$ cat src/rtl/acc24_pkg.sv
package acc24_pkg;
    localparam int BYTE_W  = 8;
    localparam int WORD_B  = 3;
    localparam int WORD_W  = BYTE_W * WORD_B;
    localparam int ADDR_W  = 15;
    localparam int CNT_W   = 2;

    localparam logic [1:0] CC_LT = 2'b00;
    localparam logic [1:0] CC_EQ = 2'b01;
    localparam logic [1:0] CC_GT = 2'b10;

    typedef enum logic [2:0] {
        ST_FETCH, ST_EXEC, ST_READ, ST_WRITE, ST_HALT
    } st_e;

    typedef enum logic [4:0] {
        OP_LDA, OP_LDX, OP_LDL, OP_STA, OP_STX, OP_STL,
        OP_ADD, OP_SUB, OP_COMP, OP_TIX,
        OP_JEQ, OP_JGT, OP_JLT, OP_J, OP_JSUB, OP_RSUB,
        OP_LDCH, OP_STCH, OP_ILL
    } op_e;

    typedef struct packed {
        st_e               st;
        logic [CNT_W-1:0]  cnt;
        logic [CNT_W-1:0]  len;
        op_e               op;
        logic [WORD_W-1:0] ir;
        logic [WORD_W-1:0] opnd;
        logic [ADDR_W-1:0] ta;
        logic [ADDR_W-1:0] pc;
        logic [WORD_W-1:0] a;
        logic [WORD_W-1:0] x;
        logic [WORD_W-1:0] l;
        logic [1:0]        cc;
        logic              ill;
    } core_t;
endpackage

$ cat src/rtl/acc24_decode.sv
module acc24_decode
    import acc24_pkg::*;
(
    input  logic [BYTE_W-1:0] opc,
    output op_e               op
);
    always_comb begin
        case (opc)
            8'h00: op = OP_LDA;
            8'h04: op = OP_LDX;
            8'h08: op = OP_LDL;
            8'h0C: op = OP_STA;
            8'h10: op = OP_STX;
            8'h14: op = OP_STL;
            8'h18: op = OP_ADD;
            8'h1C: op = OP_SUB;
            8'h28: op = OP_COMP;
            8'h2C: op = OP_TIX;
            8'h30: op = OP_JEQ;
            8'h34: op = OP_JGT;
            8'h38: op = OP_JLT;
            8'h3C: op = OP_J;
            8'h48: op = OP_JSUB;
            8'h4C: op = OP_RSUB;
            8'h50: op = OP_LDCH;
            8'h54: op = OP_STCH;
            default: op = OP_ILL;
        endcase
    end
endmodule

$ cat src/rtl/acc24_alu.sv
module acc24_alu
    import acc24_pkg::*;
(
    input  logic [WORD_W-1:0] opa,
    input  logic [WORD_W-1:0] opb,
    input  logic              sub,
    output logic [WORD_W-1:0] res,
    output logic [1:0]        cc
);
    always_comb begin
        res = sub ? (opa - opb) : (opa + opb);
        if ($signed(opa) < $signed(opb))      cc = CC_LT;
        else if (opa == opb)                  cc = CC_EQ;
        else                                  cc = CC_GT;
    end
endmodule

$ cat src/rtl/acc24_core.sv
module acc24_core
    import acc24_pkg::*;
(
    input  logic              clk,
    input  logic              rst_n,
    output logic [ADDR_W-1:0] mem_addr,
    output logic              mem_rd_en,
    output logic              mem_wr_en,
    output logic [BYTE_W-1:0] mem_wdata,
    input  logic [BYTE_W-1:0] mem_rdata,
    output logic              halted,
    output logic              illegal
);
    localparam logic [CNT_W-1:0]  LEN_WORD = CNT_W'(WORD_B);
    localparam logic [CNT_W-1:0]  LEN_BYTE = CNT_W'(1);
    localparam logic [ADDR_W-1:0] INS_LEN  = ADDR_W'(WORD_B);

    core_t r_q, r_d;
    op_e               dec_op;
    logic [WORD_W-1:0] full_w, alu_a, alu_res;
    logic [1:0]        alu_cc;
    logic [ADDR_W-1:0] ta_calc;
    st_e               fsm_st;
    logic [CNT_W-1:0]  fsm_cnt;

    assign fsm_st  = r_q.st;
    assign fsm_cnt = r_q.cnt;

    acc24_decode u_dec (.opc(r_q.ir[WORD_W-1 -: BYTE_W]), .op(dec_op));

    assign full_w  = {r_q.opnd[WORD_W-BYTE_W-1:0], mem_rdata};
    assign alu_a   = (r_q.op == OP_TIX) ? (r_q.x + WORD_W'(1)) : r_q.a;
    assign ta_calc = r_q.ir[ADDR_W-1:0] + (r_q.ir[ADDR_W] ? r_q.x[ADDR_W-1:0] : '0);

    acc24_alu u_alu (
        .opa(alu_a), .opb(full_w), .sub(r_q.op != OP_ADD),
        .res(alu_res), .cc(alu_cc)
    );

    always_comb begin
        r_d       = r_q;
        mem_addr  = '0;
        mem_rd_en = 1'b0;
        mem_wr_en = 1'b0;
        mem_wdata = '0;
        case (r_q.st)
            ST_FETCH: begin
                mem_addr  = r_q.pc + ADDR_W'(r_q.cnt);
                mem_rd_en = (r_q.cnt != LEN_WORD);
                if (r_q.cnt != '0) r_d.ir = full_w_ir(r_q.ir, mem_rdata);
                if (r_q.cnt == LEN_WORD) begin
                    r_d.pc  = r_q.pc + INS_LEN;
                    r_d.st  = ST_EXEC;
                    r_d.cnt = '0;
                end else begin
                    r_d.cnt = r_q.cnt + 1'b1;
                end
            end
            ST_EXEC: begin
                r_d.op  = dec_op;
                r_d.ta  = ta_calc;
                r_d.cnt = '0;
                r_d.len = LEN_WORD;
                r_d.st  = ST_READ;
                case (dec_op)
                    OP_ILL:  begin r_d.st = ST_HALT; r_d.ill = 1'b1; end
                    OP_J:    begin r_d.pc = ta_calc; r_d.st = ST_FETCH; end
                    OP_JEQ:  begin if (r_q.cc == CC_EQ) r_d.pc = ta_calc; r_d.st = ST_FETCH; end
                    OP_JGT:  begin if (r_q.cc == CC_GT) r_d.pc = ta_calc; r_d.st = ST_FETCH; end
                    OP_JLT:  begin if (r_q.cc == CC_LT) r_d.pc = ta_calc; r_d.st = ST_FETCH; end
                    OP_JSUB: begin
                        r_d.l  = WORD_W'(r_q.pc);
                        r_d.pc = ta_calc;
                        r_d.st = ST_FETCH;
                    end
                    OP_RSUB: begin r_d.pc = r_q.l[ADDR_W-1:0]; r_d.st = ST_FETCH; end
                    OP_STA:  begin r_d.opnd = r_q.a; r_d.st = ST_WRITE; end
                    OP_STX:  begin r_d.opnd = r_q.x; r_d.st = ST_WRITE; end
                    OP_STL:  begin r_d.opnd = r_q.l; r_d.st = ST_WRITE; end
                    OP_STCH: begin
                        r_d.opnd = {r_q.a[BYTE_W-1:0], {(WORD_W-BYTE_W){1'b0}}};
                        r_d.len  = LEN_BYTE;
                        r_d.st   = ST_WRITE;
                    end
                    OP_LDCH: r_d.len = LEN_BYTE;
                    default: ;
                endcase
            end
            ST_READ: begin
                mem_addr  = r_q.ta + ADDR_W'(r_q.cnt);
                mem_rd_en = (r_q.cnt != r_q.len);
                if (r_q.cnt != '0) r_d.opnd = full_w;
                if (r_q.cnt == r_q.len) begin
                    r_d.st  = ST_FETCH;
                    r_d.cnt = '0;
                    case (r_q.op)
                        OP_LDA:  r_d.a = full_w;
                        OP_LDX:  r_d.x = full_w;
                        OP_LDL:  r_d.l = full_w;
                        OP_ADD,
                        OP_SUB:  r_d.a = alu_res;
                        OP_COMP: r_d.cc = alu_cc;
                        OP_TIX:  begin r_d.x = alu_a; r_d.cc = alu_cc; end
                        OP_LDCH: r_d.a = {r_q.a[WORD_W-1:BYTE_W], mem_rdata};
                        default: ;
                    endcase
                end else begin
                    r_d.cnt = r_q.cnt + 1'b1;
                end
            end
            ST_WRITE: begin
                mem_addr  = r_q.ta + ADDR_W'(r_q.cnt);
                mem_wr_en = 1'b1;
                mem_wdata = r_q.opnd[WORD_W-1 -: BYTE_W];
                r_d.opnd  = r_q.opnd << BYTE_W;
                if (r_q.cnt == r_q.len - 1'b1) begin
                    r_d.st  = ST_FETCH;
                    r_d.cnt = '0;
                end else begin
                    r_d.cnt = r_q.cnt + 1'b1;
                end
            end
            default: ;
        endcase
    end

    function automatic logic [WORD_W-1:0] full_w_ir(input logic [WORD_W-1:0] cur,
                                                    input logic [BYTE_W-1:0] b);
        return {cur[WORD_W-BYTE_W-1:0], b};
    endfunction

    always_ff @(posedge clk or negedge rst_n) begin
        if (!rst_n) begin
            r_q <= '{st: ST_FETCH, op: OP_LDA, cc: CC_LT, default: '0};
        end else begin
            r_q <= r_d;
        end
    end

    assign halted  = (r_q.st == ST_HALT);
    assign illegal = r_q.ill;
endmodule

$ cat config.mk
export PLATFORM = sky130hd
export DESIGN_NAME = acc24_core
export DESIGN_NICKNAME = d
export VERILOG_FILES = /design/src/rtl/acc24_pkg.sv /design/src/rtl/acc24_decode.sv /design/src/rtl/acc24_alu.sv /design/src/rtl/acc24_core.sv
export SDC_FILE = /design/constraint.sdc
export NUM_CORES = 1
export LEC_CHECK = 0
export BUFFER_PORTS_ARGS = -buffer_cell sky130_fd_sc_hd__clkbuf_2
export CAP_MARGIN = 10
export CORE_MARGIN = 1
export CORE_UTILIZATION = 55
export CTS_CLUSTER_SIZE = 40
export DETAILED_ROUTE_END_ITERATION = 7
export PLACE_DENSITY = 0.72
export SLEW_MARGIN = 10
export SYNTH_ARGS = -nofsm -noshare
export SYNTH_HDL_FRONTEND = slang
export SYNTH_SLANG_ARGS = --single-unit
$ cat constraint.sdc
create_clock -name clk -period 5.4 [get_ports clk]
set_input_delay 0.54 -clock clk [delete_from_list [all_inputs] [get_ports clk]]
set_output_delay 0.54 -clock clk [all_outputs]
set_load 0.02 [all_outputs]
==> impl_metrics.py, run 1 <==
metrics = {
    "sta": {
        "worst_slew_pin_slew_ns": 1.27,
        "setup_viol": 0,
        "slew_headroom_pct": 14.5,
        "period_needed_ns": 4.79,
        "slew_viol_final": 0,
        "fin_setup_tns_ns": 0,
        "post-route-period-util_pct": 88.7,
        "rsz0062_at_grt": "no",
        "fmax_ghz": 0.209,
        "final-hold-violation-count": 0,
        "finClkSkew_ns": 0.00969,
    },
    "critical_path": {
        "cp_cell_sequence": "ha_1 -> and3_1 -> and3_1 -> nand3_1 -> nor3_1 -> and3_1 -> xnor2_1 -> o21ai_1 -> ha_1 -> and3_1 -> nand2_1 -> o21ai_0 -> o21ai_1 -> a221o_1 -> o21ai_0 -> o211a_1 -> o21ai_1",
        "cp_max_fo": 9,
        "crit_required_ns": 5.72,
        "worstSetupStartpointType": "flip-flop",
        "criticalPathCategory": "flip-flop to flip-flop",
        "cp-end-kind": "flip-flop",
        "critPathMaxStageDelay_ns": 0.51,
        "path_common_cell": "and3_1",
        "cpMaxStageDelayCell": "dfrtp_1",
        "cp.arrival_ns": 5.11,
    },
    "route": {
        "num_vias": 12400,
        "wirelength_um": 40400,
        "drt_iter0_drc": 1300,
        "drc": 0,
        "routed_via_density": 6.34,
        "dr.pass1.iters": 6,
        "ant_nets": 0,
        "wl_per_cell_um": 20.7,
    },
    "clock_tree": {
        "clk_pin_slew_worst_paths_ns": 0.07,
        "clk-insertion-delay-late_ns": 0.43,
        "htreeDepth": 4,
        "ctsHoldBuffers": 0,
        "postCtsSetupRepairBufs": 0,
        "cts_inserted_buffers": 17,
        "cts.sinks": 165,
        "post_cts_resized": 0,
        "cts_buffer_depth": 2,
        "cts_tree": "built",
        "clock-root-buffer": "clkbuf_16",
    },
    "power_and_ir_drop": {
        "clock_power_share_pct": 32.6,
        "seqPwrFrac_pct": 41.6,
        "internal-power_mw": 2.48,
        "irDropWorstVdd_mv": 0.202,
        "p_per_area_nw_per_um2": 268,
        "p_leak_nw": 6.13,
        "comb_power_share_pct": 25.8,
        "sw_frac_of_total_pct": 34.1,
        "switching_power_mw": 1.28,
    },
    "cells_and_area": {
        "fin_nets": 1706,
        "drive_gt1_share_pct": 10.4,
        "fin_cells": 1954,
        "layout_common_cells": "nand2_1 (212), dfrtp_1 (165), o21ai_0 (157)",
        "antenna_cells": 0,
        "mostFrequentLayoutCell": "nand2_1",
        "areaGrowthSynthToFinish_pct": 6.82,
    },
    "die": {
        "core_area_um2": 23500,
        "die_area_um2": 24500,
        "die_y_um": 157,
        "io_pins": 37,
        "start_util_pct": 56.0,
        "die_w_um": 157,
        "num_rows": 56,
    },
    "flow_run": {
        "drv_cap": 0,
    },
    "global_routing": {
        "overflow": 0,
        "grt_pass1_wl_um": 63500,
        "grt_max_degree": 78,
        "grtUsageTotal_pct": 33.8,
        "antenna_found_initial": 0,
        "first_global_vias": 11400,
    },
    "synth": {
        "syn_area_um2": 13100,
        "synthCells": 1656,
        "synth-seq-cells": 165,
        "synth_edf_count": 0,
        "seq_area_frac_synth_pct": 31.4,
        "synth-async-reset-ratio_pct": 100,
        "synth_area_per_cell_um2": 7.93,
        "synthDominantCellAreaShare_pct": 31.4,
        "synth_cell_types": 80,
        "synth_fp_nets": 1739,
        "synth_warnings": 0,
        "netlist_top_cells_area": "dfrtp_1 (31%), ha_1 (6.6%), nand2_1 (6.1%)",
        "synth_top_flop_cell": "dfrtp_1",
        "yosys.area.top_type": "dfrtp_1",
    },
    "min_path": {
        "hp-class": "input port to asynchronous set/reset pin",
    },
    "outcome": {
        "status": "finished clean",
    },
    "place": {
        "gp_congestion": 0.953,
        "port_buffers": 36,
        "dp.cells": 1923,
        "place_hpwl_um": 29900,
    },
}
state kept, by name, indices dropped and copies added, names as in the netlist:
register,cells
fsm_cnt,2
illegal,1
full_w,16
r_q,143
fsm_st,3
path summary, 6_finish.rpt:
kind / from / end / slack [ns] / cells past startpoint
min in group clk: illegal / illegal / 0.47 / 1
worst max register to register: r_q[27] / r_q[74] / 0.61 / 17
worst min register to register: illegal / illegal / 0.47 / 1
worst max-delay path: r_q[27] / r_q[74] / 0.61 / 17
max in group asynchronous: rst_n / r_q[157] / 4.10 / 2
worst min-delay path: rst_n / r_q[130] / 0.13 / 1
synthesized netlist by cell type, types with 4 or more instances:
cell type	instances
a221o_1	4
nand2_1	213
and2_1	25
or3_1	8
or2_2	5
nor3_1	25
a22o_1	10
nor2b_1	10
mux2_2	33
dfrtp_1	165
nand2b_1	19
nor4b_1	4
inv_1	70
o21bai_1	8
nor3b_1	4
buf_1	9
a211oi_1	22
o21a_1	7
o22ai_1	38
buf_6	4
mux2i_1	23
nor2_1	117
nand4_1	7
a31oi_1	19
o21ai_1	29
xnor2_1	54
a21oi_2	8
o211ai_1	16
o21ai_0	157
nor4_1	7
xor2_1	25
a21oi_1	129
buf_2	22
a211o_1	4
a21o_1	19
ha_1	69
a22oi_1	21
and3_1	34
a221oi_2	10
nor2_2	4
fa_1	4
a221oi_1	7
clkbuf_1	78
nand3_1	58
per-stage QoR:
stage	cell area (um^2)	hold WS [ns]	power [mW]	utilization, %	worst slack, ns
floorplan	13100	0.244	2.22	-	1.25
global placement	13400	0.458	2.50	57.2	0.708
detailed placement	13400	0.458	2.53	57.2	0.727
finish	14000	0.126	3.76	59.8	0.611
global route	14000	0.190	3.95	59.8	0.217
CTS	14000	0.167	3.75	59.8	0.708
per-layer routing:
layer  vias up  global-route usage (%)  routed length (um)
li1       5831                       -                   -
met1      5836                    46.2               17200
met4         0                    15.9                1920
met5         -                       0                   0
met2       621                    52.5               17900
met3       102                    5.07                3260
power by group through the flow:
| stage | combinational (mW) | clock (mW) | sequential, mW |
|---|---|---|---|
| CTS | 0.956 | 1.24 | 1.55 |
| floorplan | 0.723 | 0 | 1.50 |
| global placement | 0.936 | 0 | 1.57 |
| finish | 0.969 | 1.23 | 1.56 |
| detailed placement | 0.952 | 0 | 1.58 |
| global route | 1.08 | 1.29 | 1.58 |
final cells by class:
class	instances	area (um^2)
Timing Repair Buffer	61	374
Inverter	72	270
Fill cell	2138	9440
Multi-Input combinational cell	1306	8270
Tap cell	319	399
Clock inverter	11	125
Sequential cell	165	4130
Clock buffer	20	467
worst max-delay path: cells and delay by family (launching register included):
kind	cells	cell delay [ns]
xor+xnor	1	0.14
flops	1	0.51
compound gates	7	1.32
simple gates	7	1.95
fa+ha+maj	2	0.76
logic make-up (layout without fill, tap and decap cells):
logic type      count (synthesis)  after routing  synth area share [%]
simple gates                  555            555                  19.9
flops                         165            165                  31.4
fa+ha+maj                      73             73                  7.18
mux                            56             56                  4.58
buf+inv                       185            164                  5.73
xor+xnor                       79             79                  5.27
compound gates                543            543                  25.9
Power figures use the tool's default switching activity.
==> run 2: changes to the inputs <==
- BUFFER_PORTS_ARGS: -buffer_cell sky130_fd_sc_hd__clkbuf_2 -> default
- DONT_BUFFER_PORTS: default -> 1
- GPL_TIMING_DRIVEN: default -> 0
- PLACE_DENSITY: 0.72 -> 0.7
==> run 2 against run 1 <==
Net effect: register-to-register slack got worse by 0.38 ns; combinational power up 0.8%; worst setup slack lost 0.38 ns; design area rose by 0.91%; via count is 3.1% higher; fmax shrank 7.4%; non-clock buffer count up 53; clock skew rose by 0.0019 ns; critical path depth is 2 higher; hold slack got worse by 0.042 ns; largest cell class unchanged.
==> impl_metrics.py, run 2 (synthesis gave the netlist of run 1 again) <==
metrics = {
    "place": {
        "placed_area_um2": 13500,
        "port_buffers": 0,
        "pre_cts_slack_ns": -0.121,
        "gp_congestion": 1.05,
        "place_hpwl_um": 34600,
    },
    "power_and_ir_drop": {
        "comb_power_share_pct": 25.9,
        "sw_frac_of_total_pct": 35.0,
        "switching_power_mw": 1.32,
        "power_mw": 3.77,
        "clock_power_share_pct": 32.7,
        "irDropWorstVdd_mv": 0.233,
        "p_leak_nw": 6.06,
        "internal-power_mw": 2.45,
        "p_per_area_nw_per_um2": 266,
        "seqPwrFrac_pct": 41.4,
    },
    "critical_path": {
        "worstSetupStartpointType": "flip-flop",
        "cp-end-kind": "flip-flop",
        "path_common_cell": "and3_1",
        "critPathMaxStageDelay_ns": 0.58,
        "cpMaxStageDelayCell": "nor3_1",
        "r2r-start": "r_q[27]",
        "cp_max_fo": 9,
        "cp.arrival_ns": 5.50,
        "crit_required_ns": 5.73,
        "cp-startpoint": "r_q[27]",
        "cp_cell_sequence": "ha_1 -> and3_1 -> and3_1 -> clkbuf_1 -> nand3_1 -> nor3_1 -> and3_1 -> xnor2_1 -> o21ai_1 -> ha_1 -> clkbuf_1 -> and3_1 -> nand2_1 -> o21ai_0 -> o21ai_1 -> a221o_1 -> o21ai_0 -> o211a_1 -> o21ai_1",
        "criticalPathCategory": "flip-flop to flip-flop",
    },
    "route": {
        "num_vias": 12800,
        "dr.pass1.iters": 6,
        "routed_via_density": 6.36,
        "ant_nets": 0,
        "drc": 0,
        "drt_iter0_drc": 1187,
        "wl_per_cell_um": 22.2,
        "wirelength_um": 44500,
    },
    "sta": {
        "fmax_ghz": 0.193,
        "worst_slew_pin_slew_ns": 1.14,
        "slew_viol_final": 0,
        "finClkSkew_ns": 0.0116,
        "setup_viol": 0,
        "rsz0062_at_grt": "no",
        "fin_ws_ns": 0.227,
        "period_needed_ns": 5.17,
        "final-hold-violation-count": 0,
        "slew_headroom_pct": 23.2,
        "whs_ns": 0.0840,
        "post-route-period-util_pct": 95.8,
    },
    "min_path": {
        "hp-class": "input port to asynchronous set/reset pin",
    },
    "die": {
        "core_area_um2": 23500,
        "die_y_um": 157,
        "die_w_um": 157,
        "die_area_um2": 24500,
        "io_pins": 37,
        "start_util_pct": 56.0,
        "num_rows": 56,
    },
    "clock_tree": {
        "cts_buffer_depth": 2,
        "clk-insertion-delay-late_ns": 0.44,
        "htreeDepth": 4,
        "cts_tree": "built",
        "cts_inserted_buffers": 17,
        "clock-root-buffer": "clkbuf_16",
        "cts.sinks": 165,
        "postCtsSetupRepairBufs": 0,
        "clk_pin_slew_worst_paths_ns": 0.07,
    },
    "global_routing": {
        "first_global_vias": 11800,
        "grt_max_degree": 166,
        "grt_pass1_wl_um": 67900,
        "overflow": 0,
        "grtUsageTotal_pct": 37.0,
        "antenna_found_initial": 0,
    },
    "cells_and_area": {
        "antenna_cells": 0,
        "finish.utilization_pct": 60.3,
        "layout_common_cells": "nand2_1 (213), dfrtp_1 (165), o21ai_0 (156)",
        "fin_nets": 1759,
        "final_area_um2": 14200,
        "drive_gt1_share_pct": 7.87,
        "areaGrowthSynthToFinish_pct": 7.79,
        "top_register": "r_q",
        "largest_register_ffs": 143,
        "mostFrequentLayoutCell": "nand2_1",
    },
    "outcome": {
        "status": "finished clean",
    },
    "flow_run": {
        "drv_cap": 0,
    },
}
[run 2: cell types whose count changed in the layout (fill, tap and decap cells not counted), sizes merged]
cell    before  now
clkinv       6    7
buf         26   36
inv         73   75
clkbuf      55   96
[run 2: path summary, 6_finish.rpt]
check	endpoint	slack (ns)	cells after the start
worst max-delay path	r_q[74]	0.23	19
min in group clk	r_q[130]	0.23	2
worst max register to register	r_q[74]	0.23	19
max in group asynchronous	r_q[31]	4.66	1
worst min-delay path	fsm_cnt[0]	0.08	1
worst min register to register	r_q[128]	0.48	2
[run 2: timing repair]
item	CTS	global route
pin swaps	0	0
hold buffers	1	0
resized for setup	1	3
endpoints found under the setup margin	3	6
hold endpoints to repair	165	0
[run 2: final cells by class]
class                      count  area, um^2
multi-input combinational   1306        8270
tap                          319         399
clock buffer                  18         429
sequential                   165        4130
fill                        2161        9320
clock inverter                14         150
buffer                       113         482
inverter                      72         270
timing repair buffer           1        27.5
[run 2: power by group through the flow]
stage	clock network, mW	registers (mW)	logic [mW]
floorplan	0	1.50	0.723
global placement	0	1.57	0.916
detailed placement	0	1.57	0.933
CTS	1.23	1.55	0.965
global route	1.28	1.57	1.08
finish	1.23	1.56	0.977
[run 2: per-stage QoR]
step | TNS (ns) | instances
after global placement | -0.0349 | 1975
after global routing | 0 | 2008
after floorplan | 0 | 1656
final | 0 | 2008
after CTS | 0 | 2008
after detailed placement | -0.239 | 1975
[run 2: critical path: cells and delay by family (launching register included)]
family / cells / cell delay, ns
AND/OR/NAND/NOR: 7 / 1.86
AO/OA/AOI/OAI: 7 / 1.25
buffers and inverters: 2 / 0.66
adder cells (fa/ha/maj): 2 / 0.61
flip-flops: 1 / 0.54
XOR/XNOR: 1 / 0.13
[run 2: per-layer routing]
layer / vias up / GRT usage [%] / part of all wire, % / routed length (um)
met2: 579 / 59.5 / 45 / 20200
met1: 6110 / 47.5 / 41 / 18400
met3: 124 / 5.12 / 7.1 / 3140
li1: 5961 / - / - / -
met4: 0 / 22.2 / 6.2 / 2750
met5: - / 0 / 0 / 0
